**src/rtl/txr_pkg.sv**
```systemverilog
package txr_pkg;
  localparam int DESC_BYTES = 32;
  localparam int OWN_BIT    = 31;
  localparam int LS_BIT     = 29;
  localparam int EOR_BIT    = 21;
  localparam int TI_BIT     = 0;
  localparam int NIS_BIT    = 16;
  localparam int SZ_W       = 12;

  typedef enum logic [2:0] {
    RIX_POLL = 3'd0,
    RIX_BASE = 3'd1,
    RIX_CUR  = 3'd2,
    RIX_STAT = 3'd3,
    RIX_IEN  = 3'd4
  } reg_ix_e;

  typedef enum logic [2:0] {
    ST_IDLE, ST_CTL, ST_SIZE, ST_ADDR, ST_FETCH, ST_SHIFT, ST_FLUSH, ST_WB
  } walk_st_e;
endpackage

```
**src/rtl/txr_regs.sv**
```systemverilog
module txr_regs
  import txr_pkg::*;
#(
  parameter int ADDR_W = 32
) (
  input  logic              clk,
  input  logic              rst_n,
  input  logic              cfg_we,
  input  logic [2:0]        cfg_addr,
  input  logic [31:0]       cfg_wdata,
  output logic [31:0]       cfg_rdata,
  input  logic              take_poll,
  output logic              poll_pend,
  input  logic              cur_load,
  input  logic [ADDR_W-1:0] cur_next,
  input  logic              set_done,
  output logic [ADDR_W-1:0] base,
  output logic [ADDR_W-1:0] cur,
  output logic              irq
);
  localparam logic [31:0] DONE_MASK = (32'h1 << TI_BIT) | (32'h1 << NIS_BIT);

  logic [31:0] stat, ien;
  logic wr_poll, wr_base, wr_stat, wr_ien;

  assign wr_poll = cfg_we && (cfg_addr == RIX_POLL);
  assign wr_base = cfg_we && (cfg_addr == RIX_BASE);
  assign wr_stat = cfg_we && (cfg_addr == RIX_STAT);
  assign wr_ien  = cfg_we && (cfg_addr == RIX_IEN);

  always_ff @(posedge clk or negedge rst_n) begin
    if (!rst_n) begin
      poll_pend <= 1'b0;
      base      <= '0;
      cur       <= '0;
      stat      <= '0;
      ien       <= '0;
    end else begin
      if (wr_poll)        poll_pend <= 1'b1;
      else if (take_poll) poll_pend <= 1'b0;
      if (wr_base)       base <= cfg_wdata[ADDR_W-1:0];
      if (wr_base)       cur  <= cfg_wdata[ADDR_W-1:0];
      else if (cur_load) cur  <= cur_next;
      stat <= (wr_stat ? (stat & ~cfg_wdata) : stat) | (set_done ? DONE_MASK : 32'h0);
      if (wr_ien) ien <= cfg_wdata;
    end
  end

  always_comb begin
    case (cfg_addr)
      RIX_BASE: cfg_rdata = 32'(base);
      RIX_CUR:  cfg_rdata = 32'(cur);
      RIX_STAT: cfg_rdata = stat;
      RIX_IEN:  cfg_rdata = ien;
      default:  cfg_rdata = 32'h0;
    endcase
  end

  assign irq = |(stat & ien);

  a_r7_base_loads_cur: assert property (@(posedge clk) disable iff (!rst_n)
    $past(wr_base) |-> (cur == $past(cfg_wdata[ADDR_W-1:0])));
  a_r8_w1c: assert property (@(posedge clk) disable iff (!rst_n)
    (wr_stat && !set_done) |=> ((stat & $past(cfg_wdata)) == 32'h0));
  a_r8_sticky: assert property (@(posedge clk) disable iff (!rst_n)
    (!wr_stat && stat[TI_BIT]) |=> stat[TI_BIT]);
  a_r11_poll_kept: assert property (@(posedge clk) disable iff (!rst_n)
    (poll_pend && !take_poll) |=> poll_pend);
endmodule

```
**src/rtl/txr_byte_out.sv**
```systemverilog
module txr_byte_out (
  input  logic       clk,
  input  logic       rst_n,
  input  logic       push,
  input  logic [7:0] push_data,
  output logic       push_ok,
  input  logic       flush,
  output logic       flush_done,
  output logic       tx_valid,
  input  logic       tx_ready,
  output logic [7:0] tx_data,
  output logic       tx_last
);
  logic       hv;
  logic [7:0] hd;
  logic       out_free;

  assign out_free   = !tx_valid || tx_ready;
  assign push_ok    = !hv || out_free;
  assign flush_done = !hv || out_free;

  always_ff @(posedge clk or negedge rst_n) begin
    if (!rst_n) begin
      hv       <= 1'b0;
      hd       <= '0;
      tx_valid <= 1'b0;
      tx_data  <= '0;
      tx_last  <= 1'b0;
    end else begin
      if (tx_valid && tx_ready) tx_valid <= 1'b0;
      if (push && push_ok) begin
        if (hv) begin
          tx_valid <= 1'b1;
          tx_data  <= hd;
          tx_last  <= 1'b0;
        end
        hv <= 1'b1;
        hd <= push_data;
      end else if (flush && hv && out_free) begin
        tx_valid <= 1'b1;
        tx_data  <= hd;
        tx_last  <= 1'b1;
        hv       <= 1'b0;
      end
    end
  end

  a_r12_tx_hold: assert property (@(posedge clk) disable iff (!rst_n)
    (tx_valid && !tx_ready) |=> (tx_valid && $stable(tx_data) && $stable(tx_last)));
  a_r4_flush_empties: assert property (@(posedge clk) disable iff (!rst_n)
    (flush && flush_done) |=> !hv);
endmodule

```
**src/rtl/txr_walker.sv**
```systemverilog
module txr_walker
  import txr_pkg::*;
#(
  parameter int ADDR_W          = 32,
  parameter int MAX_FRAME_BYTES = 8192
) (
  input  logic              clk,
  input  logic              rst_n,
  input  logic              poll_pend,
  output logic              take_poll,
  input  logic [ADDR_W-1:0] cur,
  input  logic [ADDR_W-1:0] base,
  output logic              cur_load,
  output logic [ADDR_W-1:0] cur_next,
  output logic              set_done,
  output logic              mem_req,
  output logic              mem_we,
  output logic [ADDR_W-1:0] mem_addr,
  output logic [31:0]       mem_wdata,
  input  logic              mem_ack,
  input  logic [31:0]       mem_rdata,
  output logic              push,
  output logic [7:0]        push_data,
  input  logic              push_ok,
  output logic              flush,
  input  logic              flush_done
);
  localparam int CNT_W = SZ_W + 1;
  localparam int FC_W  = $clog2(MAX_FRAME_BYTES + 1);
  localparam logic [31:0] OWN_MASK = 32'h1 << OWN_BIT;

  walk_st_e          state;
  logic [31:0]       ctl, word;
  logic [CNT_W-1:0]  rem;
  logic [ADDR_W-1:0] ba;
  logic [FC_W-1:0]   fcnt;
  logic              keep, advance;

  assign keep      = fcnt < FC_W'(MAX_FRAME_BYTES);
  assign advance   = !keep || push_ok;
  assign mem_wdata = ctl & ~OWN_MASK;
  assign push_data = word[{ba[1:0], 3'b000} +: 8];
  assign cur_next  = ctl[EOR_BIT] ? base : cur + ADDR_W'(DESC_BYTES);

  always_comb begin
    mem_req   = 1'b0;
    mem_we    = 1'b0;
    mem_addr  = '0;
    take_poll = 1'b0;
    push      = 1'b0;
    flush     = 1'b0;
    cur_load  = 1'b0;
    set_done  = 1'b0;
    case (state)
      ST_IDLE:  take_poll = poll_pend;
      ST_CTL:   begin mem_req = 1'b1; mem_addr = cur; end
      ST_SIZE:  begin mem_req = 1'b1; mem_addr = cur + ADDR_W'(4); end
      ST_ADDR:  begin mem_req = 1'b1; mem_addr = cur + ADDR_W'(8); end
      ST_FETCH: begin mem_req = 1'b1; mem_addr = {ba[ADDR_W-1:2], 2'b00}; end
      ST_SHIFT: push = keep;
      ST_FLUSH: flush = 1'b1;
      ST_WB: begin
        mem_req  = 1'b1;
        mem_we   = 1'b1;
        mem_addr = cur;
        cur_load = mem_ack;
        set_done = mem_ack && ctl[LS_BIT];
      end
      default: ;
    endcase
  end

  always_ff @(posedge clk or negedge rst_n) begin
    if (!rst_n) begin
      state <= ST_IDLE;
      ctl   <= '0;
      word  <= '0;
      rem   <= '0;
      ba    <= '0;
      fcnt  <= '0;
    end else begin
      case (state)
        ST_IDLE: if (poll_pend) state <= ST_CTL;
        ST_CTL: if (mem_ack) begin
          ctl   <= mem_rdata;
          state <= mem_rdata[OWN_BIT] ? ST_SIZE : ST_IDLE;
        end
        ST_SIZE: if (mem_ack) begin
          rem   <= CNT_W'(mem_rdata[SZ_W-1:0]) + CNT_W'(mem_rdata[16 +: SZ_W]);
          state <= ST_ADDR;
        end
        ST_ADDR: if (mem_ack) begin
          ba <= mem_rdata[ADDR_W-1:0];
          if (rem == '0) state <= ctl[LS_BIT] ? ST_FLUSH : ST_WB;
          else           state <= ST_FETCH;
        end
        ST_FETCH: if (mem_ack) begin
          word  <= mem_rdata;
          state <= ST_SHIFT;
        end
        ST_SHIFT: if (advance) begin
          ba  <= ba + ADDR_W'(1);
          rem <= rem - CNT_W'(1);
          if (keep) fcnt <= fcnt + FC_W'(1);
          if (rem == CNT_W'(1))  state <= ctl[LS_BIT] ? ST_FLUSH : ST_WB;
          else if (ba[1:0] == 2'd3) state <= ST_FETCH;
        end
        ST_FLUSH: if (flush_done) state <= ST_WB;
        ST_WB: if (mem_ack) begin
          if (ctl[LS_BIT]) fcnt <= '0;
          state <= ST_CTL;
        end
        default: state <= ST_IDLE;
      endcase
    end
  end

  a_r12_mem_hold: assert property (@(posedge clk) disable iff (!rst_n)
    (mem_req && !mem_ack) |=> (mem_req && $stable(mem_addr) && $stable(mem_we)
                               && $stable(mem_wdata)));
  a_r2_stop_unowned: assert property (@(posedge clk) disable iff (!rst_n)
    (state == ST_CTL && mem_ack && !mem_rdata[OWN_BIT]) |=> !mem_req);
  a_r10_cap: assert property (@(posedge clk) disable iff (!rst_n)
    fcnt <= FC_W'(MAX_FRAME_BYTES));
  a_r6_ptr_step: assert property (@(posedge clk) disable iff (!rst_n)
    (cur_load && !ctl[EOR_BIT]) |-> (cur_next - cur == ADDR_W'(DESC_BYTES)));
endmodule

```
**src/rtl/txr_dma_top.sv**
```systemverilog
module txr_dma_top #(
  parameter int ADDR_W          = 32,
  parameter int MAX_FRAME_BYTES = 8192
) (
  input  logic              clk,
  input  logic              rst_n,
  input  logic              cfg_we,
  input  logic [2:0]        cfg_addr,
  input  logic [31:0]       cfg_wdata,
  output logic [31:0]       cfg_rdata,
  output logic              mem_req,
  output logic              mem_we,
  output logic [ADDR_W-1:0] mem_addr,
  output logic [31:0]       mem_wdata,
  input  logic              mem_ack,
  input  logic [31:0]       mem_rdata,
  output logic              tx_valid,
  input  logic              tx_ready,
  output logic [7:0]        tx_data,
  output logic              tx_last,
  output logic              irq
);
  logic              take_poll, poll_pend, cur_load, set_done;
  logic [ADDR_W-1:0] cur_next, base, cur;
  logic              push, push_ok, flush, flush_done;
  logic [7:0]        push_data;

  txr_regs #(.ADDR_W(ADDR_W)) regs_i (
    .clk(clk), .rst_n(rst_n), .cfg_we(cfg_we), .cfg_addr(cfg_addr),
    .cfg_wdata(cfg_wdata), .cfg_rdata(cfg_rdata), .take_poll(take_poll),
    .poll_pend(poll_pend), .cur_load(cur_load), .cur_next(cur_next),
    .set_done(set_done), .base(base), .cur(cur), .irq(irq)
  );

  txr_walker #(.ADDR_W(ADDR_W), .MAX_FRAME_BYTES(MAX_FRAME_BYTES)) walk_i (
    .clk(clk), .rst_n(rst_n), .poll_pend(poll_pend), .take_poll(take_poll),
    .cur(cur), .base(base), .cur_load(cur_load), .cur_next(cur_next),
    .set_done(set_done), .mem_req(mem_req), .mem_we(mem_we),
    .mem_addr(mem_addr), .mem_wdata(mem_wdata), .mem_ack(mem_ack),
    .mem_rdata(mem_rdata), .push(push), .push_data(push_data),
    .push_ok(push_ok), .flush(flush), .flush_done(flush_done)
  );

  txr_byte_out out_i (
    .clk(clk), .rst_n(rst_n), .push(push), .push_data(push_data),
    .push_ok(push_ok), .flush(flush), .flush_done(flush_done),
    .tx_valid(tx_valid), .tx_ready(tx_ready), .tx_data(tx_data),
    .tx_last(tx_last)
  );
endmodule

```
**config.mk**
```make
export PLATFORM = sky130hd
export DESIGN_NAME = txr_dma_top
export DESIGN_NICKNAME = d
export VERILOG_FILES = /design/src/rtl/txr_pkg.sv /design/src/rtl/txr_regs.sv /design/src/rtl/txr_byte_out.sv /design/src/rtl/txr_walker.sv /design/src/rtl/txr_dma_top.sv
export SDC_FILE = /design/constraint.sdc
export NUM_CORES = 1
export LEC_CHECK = 0
export BUFFER_PORTS_ARGS = -buffer_cell sky130_fd_sc_hd__buf_2
export CAP_MARGIN = 40
export CORE_ASPECT_RATIO = 0.7
export CORE_MARGIN = 2
export CORE_UTILIZATION = 59
export CTS_CLUSTER_DIAMETER = 150
export CTS_CLUSTER_SIZE = 10
export DETAILED_ROUTE_END_ITERATION = 16
export HOLD_SLACK_MARGIN = 0.02
export PLACE_DENSITY = 0.81
export SLEW_MARGIN = 25
export SYNTH_ARGS = -nofsm -noshare
export SYNTH_HDL_FRONTEND = slang
export SYNTH_SLANG_ARGS = --single-unit
```
**constraint.sdc**
```tcl
create_clock -name clk -period 2.4 [get_ports clk]
set_input_delay 0.12 -clock clk [delete_from_list [all_inputs] [get_ports clk]]
set_output_delay 0.12 -clock clk [all_outputs]
set_load 0.01 [all_outputs]
```
======== After elaboration in Yosys (flattened, before gate mapping) ========
Index checks and enable logic that the tools add are counted.
word-level totals
  output and inout bits ................... 109
  logic and storage cells ................. 141
  flip-flop bits (word level) ............. 273
  input port bits ......................... 72
operators by class
  order comparisons ....................... 1
  reduce and logical (&&, ||, !) cells .... 34
  muxes and demuxes ....................... 53
  add/subtract/negate cells ............... 7
  bitwise gates (word level) .............. 4
  shift operators ......................... 1
  equal/unequal tests ..................... 25
operators by type and width
  kind                   count
  $pmux 32 s4            2
  $mux 32                6
  $and 32x32->32         2
  $pmux 32 s2            1
  $mux 14                4
  $mux 3                 11
  $add 32x1->32 const B  1
  $add 32x3->32 const B  1
  $add 32x4->32 const B  1
  $add 32x6->32 const B  1
  $not 32->32            1
  $or 32x32->32          1
  $reduce_or 32->1       1
  $shiftx 32x6->8        1
  $pmux 14 s2            1
  $mux 13                2
  $pmux 13 s2            1
  $mux 8                 3
  $pmux 3 s8             1
  $mux 1                 19
  $mux 17                1
  $eq 3x3->1 const B     5
  $add 14x1->14 const B  1
  $lt 14x14->1 const B   1
  other kinds (22)       56

======== Longest topological paths before layout ========
Gate-level depths: netlist (run 1).
  word-level depth ........................ 6
  gate-level depth with buffers ........... 9
  depth with buffers taken out ............ 8

======== Hierarchy ========
From an unflattened synthesis (run 1), not the netlist that was laid out.
second synthesis, totals
  cell total of the unflattened synthesis .. 1,580
  area, all modules ....................... 15,249.6 um^2
by module, submodules not included
  module        cells each  times used  area each (um^2)  sequential area each (um^2)
  txr_walker    1,016       1           8,763.4           3,128.0
  txr_regs      518         1           5,689.2           3,228.1
  txr_byte_out  46          1           797.0             475.5

======== Least setup slack after synthesis (run 1) ========
Ideal clock, no wire load.
  path type ............................... register -> output
  start point ............................. register regs_i.cur[5]
  end point ............................... output mem_addr[25]
  arrival ................................. 1,895 ps
  required time ........................... 2,280 ps
  path slack .............................. 385 ps
  buffers on the path ..................... 1
  stages on the path, launching flop included .. 9
  path through ............................ dfrtp_1 > ha_1 > and3_1 > clkbuf_1 > and4_1 > nand4_1 > xnor2_1 > a222oi_1 > o21ai_0
on the way
  cells in the longest elaborated chain, start to end .. 2
  elaborated cells on any way between the ends .. 3
  those cells by class .................... add/sub: 2; mux: 1
ends and longest elaborated chain
  what                                                   line                                RTL
  start: declaration                                     txr_regs.sv:18                      output logic [ADDR_W-1:0] cur,
  start signal: assignment                               txr_regs.sv:42                      if (wr_base) cur <= cfg_wdata[ADDR_W-1:0];
  start signal: assignment                               txr_regs.sv:43                      else if (cur_load) cur <= cur_next;
  $add 32x4->32 / $add 32x3->32 (equally long branches)  txr_walker.sv:58, txr_walker.sv:57
  $pmux 32 s4 (*)                                        txr_walker.sv:54                    case (state)
  end: declaration                                       txr_dma_top.sv:13                   output logic [ADDR_W-1:0] mem_addr,
Mark *: on every way between the ends. The rest lies on a longest branch, timed or not.

======== Worst setup path after layout (run 1) ========
  start point ............................. register regs_i.cur[11]
  end point ............................... output mem_addr[22]
Same word-level chain as after synthesis.

==> results.yml, run 1 <==
drt:
  drtIter0Drc: 2469
  dr.pass1.iters: 8
  viasPerCell: 6.90
  drc: 0
  routed_wl_um: 57100
  drtAntennaViolNets: 0
  vias: 15981
  wl_per_cell_um: 24.6
final_layout:
  seq_area_sq_um: 6840
  fill_cells: 1563
  antenna_cells: 0
  syn_to_final_growth_pct: 31.4
  multi_input_area_sq_um: 8600
  drive_gt1_share_pct: 33.7
  fin_nets: 2079
  final_core_util_pct: 78.8
timing:
  maxSlewViolCount: 0
  final.min_clock_period_ps: 2840
  worst_pin_slew_ps: 602
  finClkSkew_ps: 14.9
  final-hold-violation-count: 0
  layout_setup_ws_ps: -440
  setup_viol: 27
  post-route-period-util_pct: 118
  relSlewSlack_pct: 59.8
  rsz0062_at_grt: "true"
  setup_tns_ps: -6460
  timing.fmax_mhz: 352
logic_synthesis:
  ys_top_cells_by_area: "dfrtp_1 44%, mux2_2 8.8%, nand2_1 5.9%"
  synthXorXnorAreaFrac_pct: 1.94
  synth_commonest_cells: "273 x dfrtp_1, 240 x nand2_1, 120 x mux2_2"
  synth-edff-count: 0
  synth_fa_ha_area_share_pct: 1.76
  muxShareOfSynthArea_pct: 10.2
  synth_top_family_by_area: "compound AO/OA/AOI/OAI gates"
  ys_ff_latch: 273
  synthDistinctLibCells: 80
  synth.top_cell.area_share_pct: 44.5
  synth-compound-area-share_pct: 19.7
  synth_simple_gate_area_share_pct: 18.0
  yosys_warnings: 0
  syn-num-nets: 1720
  synthArstFlopShare_pct: 100
  syn-cell-area_sq_um: 15400
  syn_inst: 1627
  synth_most_common_cell: "dfrtp_1"
  ys.flop_type: "dfrtp_1"
  ys_seq_area_share_pct: 44.5
  syn-mean-instance-area_sq_um: 9.44
  yosysTopAreaCell: "dfrtp_1"
power_and_ir_drop:
  peakVddDrop_mv: 0.693
  power_density_nw_per_um2: 1170
  p_leak_nw: 9.09
clock_tree:
  cts_sinks: 273
  cts_tree: "done"
  clock_latency_ps: 580
  cts.clk_slew.worst_paths_ps: 60
  root_buffer: "clkbuf_16"
  cts_made_buffers: 31
  cts_buffer_depth: 3
  htreeDepth: 1
floorplan:
  core-area_sq_um: 25600
  die_h_um: 139
  start_util_pct: 60.0
  boundaryPins: 181
  die-area_sq_um: 27400
  fp.dieW_um: 197
  rows: 49
global_route:
  grt-ovfl-total: 0
  grt_pass1_wl_um: 84800
  groute.usage.overall_pct: 39.7
  antenna_found_initial: 2
  grt_max_degree: 71
  first_global_vias: 14958
min_path:
  worstHoldPathType: "in2async"
status:
  status: "finished with violations"
  violations: "setup timing"
placed_design:
  dp_hpwl_um: 37000
  gp_congestion: 0.987
  dp_slack_ps: -27.2
  port_buffers: 179
setup_path:
  start_kind: "register"
  required_ps: 2280
  crit_path_end_kind: "output pin"
  worstSetupPathType: "reg2out"
  cp.arrival_ps: 2720
  crit_fanout: 5
job:
  drv_cap: 0
## area by class of cell
| type | count | share of cell area [%] |
|---|---|---|
| multi-input combinational | 1212 | 42.6 |
| tap | 331 | 2.05 |
| clock buffer | 31 | 3.84 |
| inverter | 15 | 0.298 |
| sequential | 273 | 33.9 |
| clock inverter | 1 | 0.0434 |
| timing repair buffer | 453 | 17.2 |
## kinds of logic after synthesis
logic type | Yosys count
flops | 273
other cells | 1
fa+ha+maj | 21
buf+inv | 142
mux | 131
simple gates | 568
compound gates | 457
xor+xnor | 34
## critical path, stage by stage, from the launching register on
cell      delay, ps
dfrtp_1         380
nand4_1         200
or4_4           610
buf_6           160
nor3_2          100
o21ai_1         100
a221oi_1        300
nand2_1         130
buf_2           160
## where the power goes
part | internal, mW | switching [mW] | leakage [nW] | total [mW]
combinational | 5.22 | 6.36 | 5.34 | 11.6
sequential | 6.24 | 1.64 | 3.37 | 7.88
clock | 2.25 | 1.86 | 0.387 | 4.11
total | 13.7 | 9.85 | 9.09 | 23.6
## through the flow
| step | power [mW] | cell area [sq um] | hold slack, ps | instances |
|---|---|---|---|---|
| 6_report | 23.6 | 20200 | 124 | 2316 |
| 5_1_grt | 24.6 | 20200 | 161 | 2316 |
| 4_1_cts | 22.2 | 19500 | 143 | 2280 |
| 3_5_place_dp | 17.1 | 17200 | 137 | 2130 |
| 3_3_place_gp | 16.7 | 17200 | 133 | 2130 |
| 2_1_floorplan | 13.2 | 15400 | -176 | 1627 |
## worst paths after layout
kind,from,to,slack (ps),cells after the start
setup / recovery,regs_i.cur[11],mem_addr[22],-440,8
hold / removal,rst_n,out_i.tx_data[6],120,2
setup reg to reg,regs_i.cur[5],regs_i.cur[13],20,13
hold reg to reg,regs_i.base[1],regs_i.base[1],500,2
max in group asynchronous,rst_n,regs_i.ien[19],1460,3
min in group clk,cfg_wdata[26],regs_i.stat[26],300,3
## registers in the layout (all words and copies together) (netlist names), 3 cells and up
signal and flops:
walk_i.ba 32, walk_i.ctl 31, regs_i.base 32, walk_i.word 32
regs_i.cur 32, out_i.hd 8, walk_i.state 3, walk_i.rem 13
regs_i.stat 32, out_i.tx_data 8, walk_i.fcnt 14, regs_i.ien 32
## layer usage
layer	share of wire, %	GRT usage (%)	vias up
li1	-	-	6696
met1	39	57.2	7745
met2	43	58.2	1280
met3	13	11.9	256
met4	4.1	11.2	4
met5	0.047	0	-
## layout by cell type (no fill, tap or decap), types with 11 or more instances in the layout
master,Yosys,routed
dlygate4sd3_1,0,71
a21o_1,11,11
nand3_1,54,43
dfrtp_1,273,264
o22ai_1,14,13
buf_6,1,40
buf_4,5,150
nor2_1,94,87
ha_1,20,17
o21ai_1,2,13
and3_1,20,19
o211ai_1,16,16
and2_1,16,12
xor2_1,20,20
mux2_2,120,119
buf_2,33,176
a21oi_1,93,86
xnor2_1,14,14
clkbuf_16,0,32
nand2_1,240,229
inv_1,15,13
a22oi_1,89,87
nor3_1,34,30
nand2_2,1,11
o21ai_0,94,76
a21boi_0,31,30
buf_12,0,12
a31oi_1,18,18
nand4_1,31,31
## timing repair
action | in CTS | in global routing
pin swaps | 49 | 57
hold buffers | 71 | 0
endpoints found under the setup margin | 38 | 37
gates resized for setup | 126 | 95
cloned | 1 | 1
hold endpoints to repair | 307 | 0
setup buffers | 46 | 45
Note: power is estimated with default switching activity, not from simulation.
==> run 2, diff against run 1 <==
Settings changed: ABC_AREA set to 1, PLACE_DENSITY 0.81 to 0.8.
==> results.yml, run 2 <==
global_route:
  grt-ovfl-total: 0
  first_global_vias: 17034
  groute.usage.overall_pct: 44.7
  antenna_found_initial: 2
  grt_pass1_wl_um: 99000
  grt_max_degree: 76
setup_path:
  required_ps: 2280
  rrSetupSlack_ps: 230
  worstSetupPathType: "reg2out"
  startpoint: "regs_i.cur[5]"
  rr_endpoint: "walk_i.fcnt[9]"
  rr_worst_depth: 7
  crit_path_end_kind: "output pin"
  setup.worst_path.end: "mem_addr[31]"
  cp.arrival_ps: 2400
  start_kind: "register"
  crit_fanout: 4
  regToRegStartpoint: "walk_i.state[0]"
drt:
  dr.pass1.iters: 6
  drtAntennaViolNets: 0
  viasPerCell: 6.24
  routed_wl_um: 66900
  drtIter0Drc: 3275
  vias: 18710
  drc: 0
  wl_per_cell_um: 22.3
timing:
  maxSlewViolCount: 0
  relSlewSlack_pct: 44.6
  layout_setup_ws_ps: -117
  final-hold-violation-count: 0
  setup_viol: 16
  timing.fmax_mhz: 397
  worst_pin_slew_ps: 823
  rsz0062_at_grt: "true"
  final.min_clock_period_ps: 2520
  finClkSkew_ps: 27.2
  post-route-period-util_pct: 105
logic_synthesis:
  ys_seq_area_share_pct: 41.4
  yosys_warnings: 0
  synth_fa_ha_area_share_pct: 1.64
  synth_simple_gate_area_share_pct: 28.9
  synth-compound-area-share_pct: 16.4
  ys_ff_latch: 273
  synth_most_common_cell: "nand2_1"
  synth_top_family_by_area: "simple AND/OR/NAND/NOR gates"
  syn_inst: 2315
  synth_commonest_cells: "674 x nand2_1, 278 x inv_1, 273 x dfrtp_1"
  synth.top_cell.area_share_pct: 41.4
  synthXorXnorAreaFrac_pct: 1.54
  syn-cell-area_sq_um: 16500
  syn-num-nets: 2408
  synth-edff-count: 0
  yosysTopAreaCell: "dfrtp_1"
  synthDistinctLibCells: 52
  syn-mean-instance-area_sq_um: 7.13
  ys.flop_type: "dfrtp_1"
  muxShareOfSynthArea_pct: 0.948
  ys_top_cells_by_area: "dfrtp_1 41%, nand2_1 15%, inv_1 6.3%"
  synthArstFlopShare_pct: 100
final_layout:
  drive_gt1_share_pct: 19.9
  syn_to_final_growth_pct: 25.0
  final_core_util_pct: 74.6
  layout_common_cells: "639 x nand2_1, 258 x inv_1, 251 x dfrtp_1"
  layout_commonest_cell: "nand2_1"
  fin_nets: 2719
min_path:
  worstHoldPathType: "in2async"
power_and_ir_drop:
  finalPower_mw: 23.3
  power_density_nw_per_um2: 1130
  peakVddDrop_mv: 0.764
  p_leak_nw: 10.0
floorplan:
  core-area_sq_um: 27600
  rows: 51
  start_util_pct: 59.7
  die_h_um: 144
  fp.dieW_um: 204
  die-area_sq_um: 29300
  boundaryPins: 181
clock_tree:
  cts_sinks: 273
  htreeDepth: 1
  root_buffer: "clkbuf_16"
  clock_latency_ps: 590
  cts.clk_slew.worst_paths_ps: 70
  cts_tree: "done"
  cts_buffer_depth: 3
  cts_made_buffers: 31
placed_design:
  dp_hpwl_um: 47900
  dp_slack_ps: 203
  gp_congestion: 1.16
  port_buffers: 179
status:
  violations: "setup timing"
  status: "finished with violations"
job:
  drv_cap: 0
[run 2: cell types whose count changed after synthesis, sizes merged, moves of 21 or more]
cell,previous run,this run
nand2,241,684
inv,15,284
o21ai,96,215
nor2,95,213
nand3,54,164
mux2,121,13
a22oi,89,6
clkbuf,81,47
o2111ai,0,24
o22ai,14,35
[run 2: worst min path at each step]
| stage | endpoint | slack [ps] | start |
|---|---|---|---|
| floorplan | out_i.hd[0] | -180 | rst_n |
| global route | regs_i.poll_pend | 70 | cfg_addr[1] |
| global placement | out_i.tx_data[0] | 80 | rst_n |
| detailed placement | out_i.tx_data[0] | 80 | rst_n |
| finish | out_i.hd[0] | 50 | rst_n |
| CTS | walk_i.word[24] | 30 | mem_rdata[24] |
[run 2: where the power goes]
group | internal, mW | switching [mW] | total (mW)
sequential | 6.28 | 1.70 | 7.97
combinational | 3.76 | 7.34 | 11.1
clock | 2.27 | 1.93 | 4.20
total | 12.3 | 11.0 | 23.3
[run 2: final cells by class]
type                       count  area (sq um)
antenna                        1          2.50
clock buffer                  31           776
clock inverter                 2          28.8
fill                        2061          7010
inverter                     288          1120
multi-input combinational   1666          8730
sequential                   273          6860
tap                          371           464
timing repair buffer         366          2640
[run 2: cells by family after synthesis]
group	Yosys count
buffers and inverters	376
multiplexers	14
XOR/XNOR	29
adder cells (fa/ha/maj)	21
AO/OA/AOI/OAI	464
other	1
AND/OR/NAND/NOR	1137
flip-flops	273
[run 2: metrics by stage]
step	cell area [sq um]	hold WS (ps)	instances	setup TNS, ps
final	20600	54.8	2998	-704
after global routing	20600	71.6	2998	-2100
after CTS	19900	29.9	2967	-54.6
after detailed placement	17900	84.3	2836	0
after global placement	17900	80.9	2836	0
after floorplan	16500	-176	2315	0
[run 2: timing repair]
action                     CTS  global route
hold buffers                67             0
resized for setup          100           135
pin swaps                   18            47
setup endpoints to repair   30            29
hold endpoints to repair   469             0
gates cloned                 0             0
setup buffers               31            30
[run 2: worst max-delay path, cell delays in order (launching register included)]
cell and delay, ps:
dfrtp_1 360, buf_6 110, ha_4 150, inv_4 50, nor2_4 210, nand4_1 130, buf_6 160, o21ai_2 150
nand2_2 100, o21ai_2 170, nand2_2 90, buf_6 130
[run 2: routing by layer]
metal,routed length (um),vias to the layer above,track usage (%)
li1,-,8199,-
met1,26900,8801,65.0
met2,27600,1504,62.2
met3,10600,206,16.7
met4,1880,0,11.6
met5,0,-,0
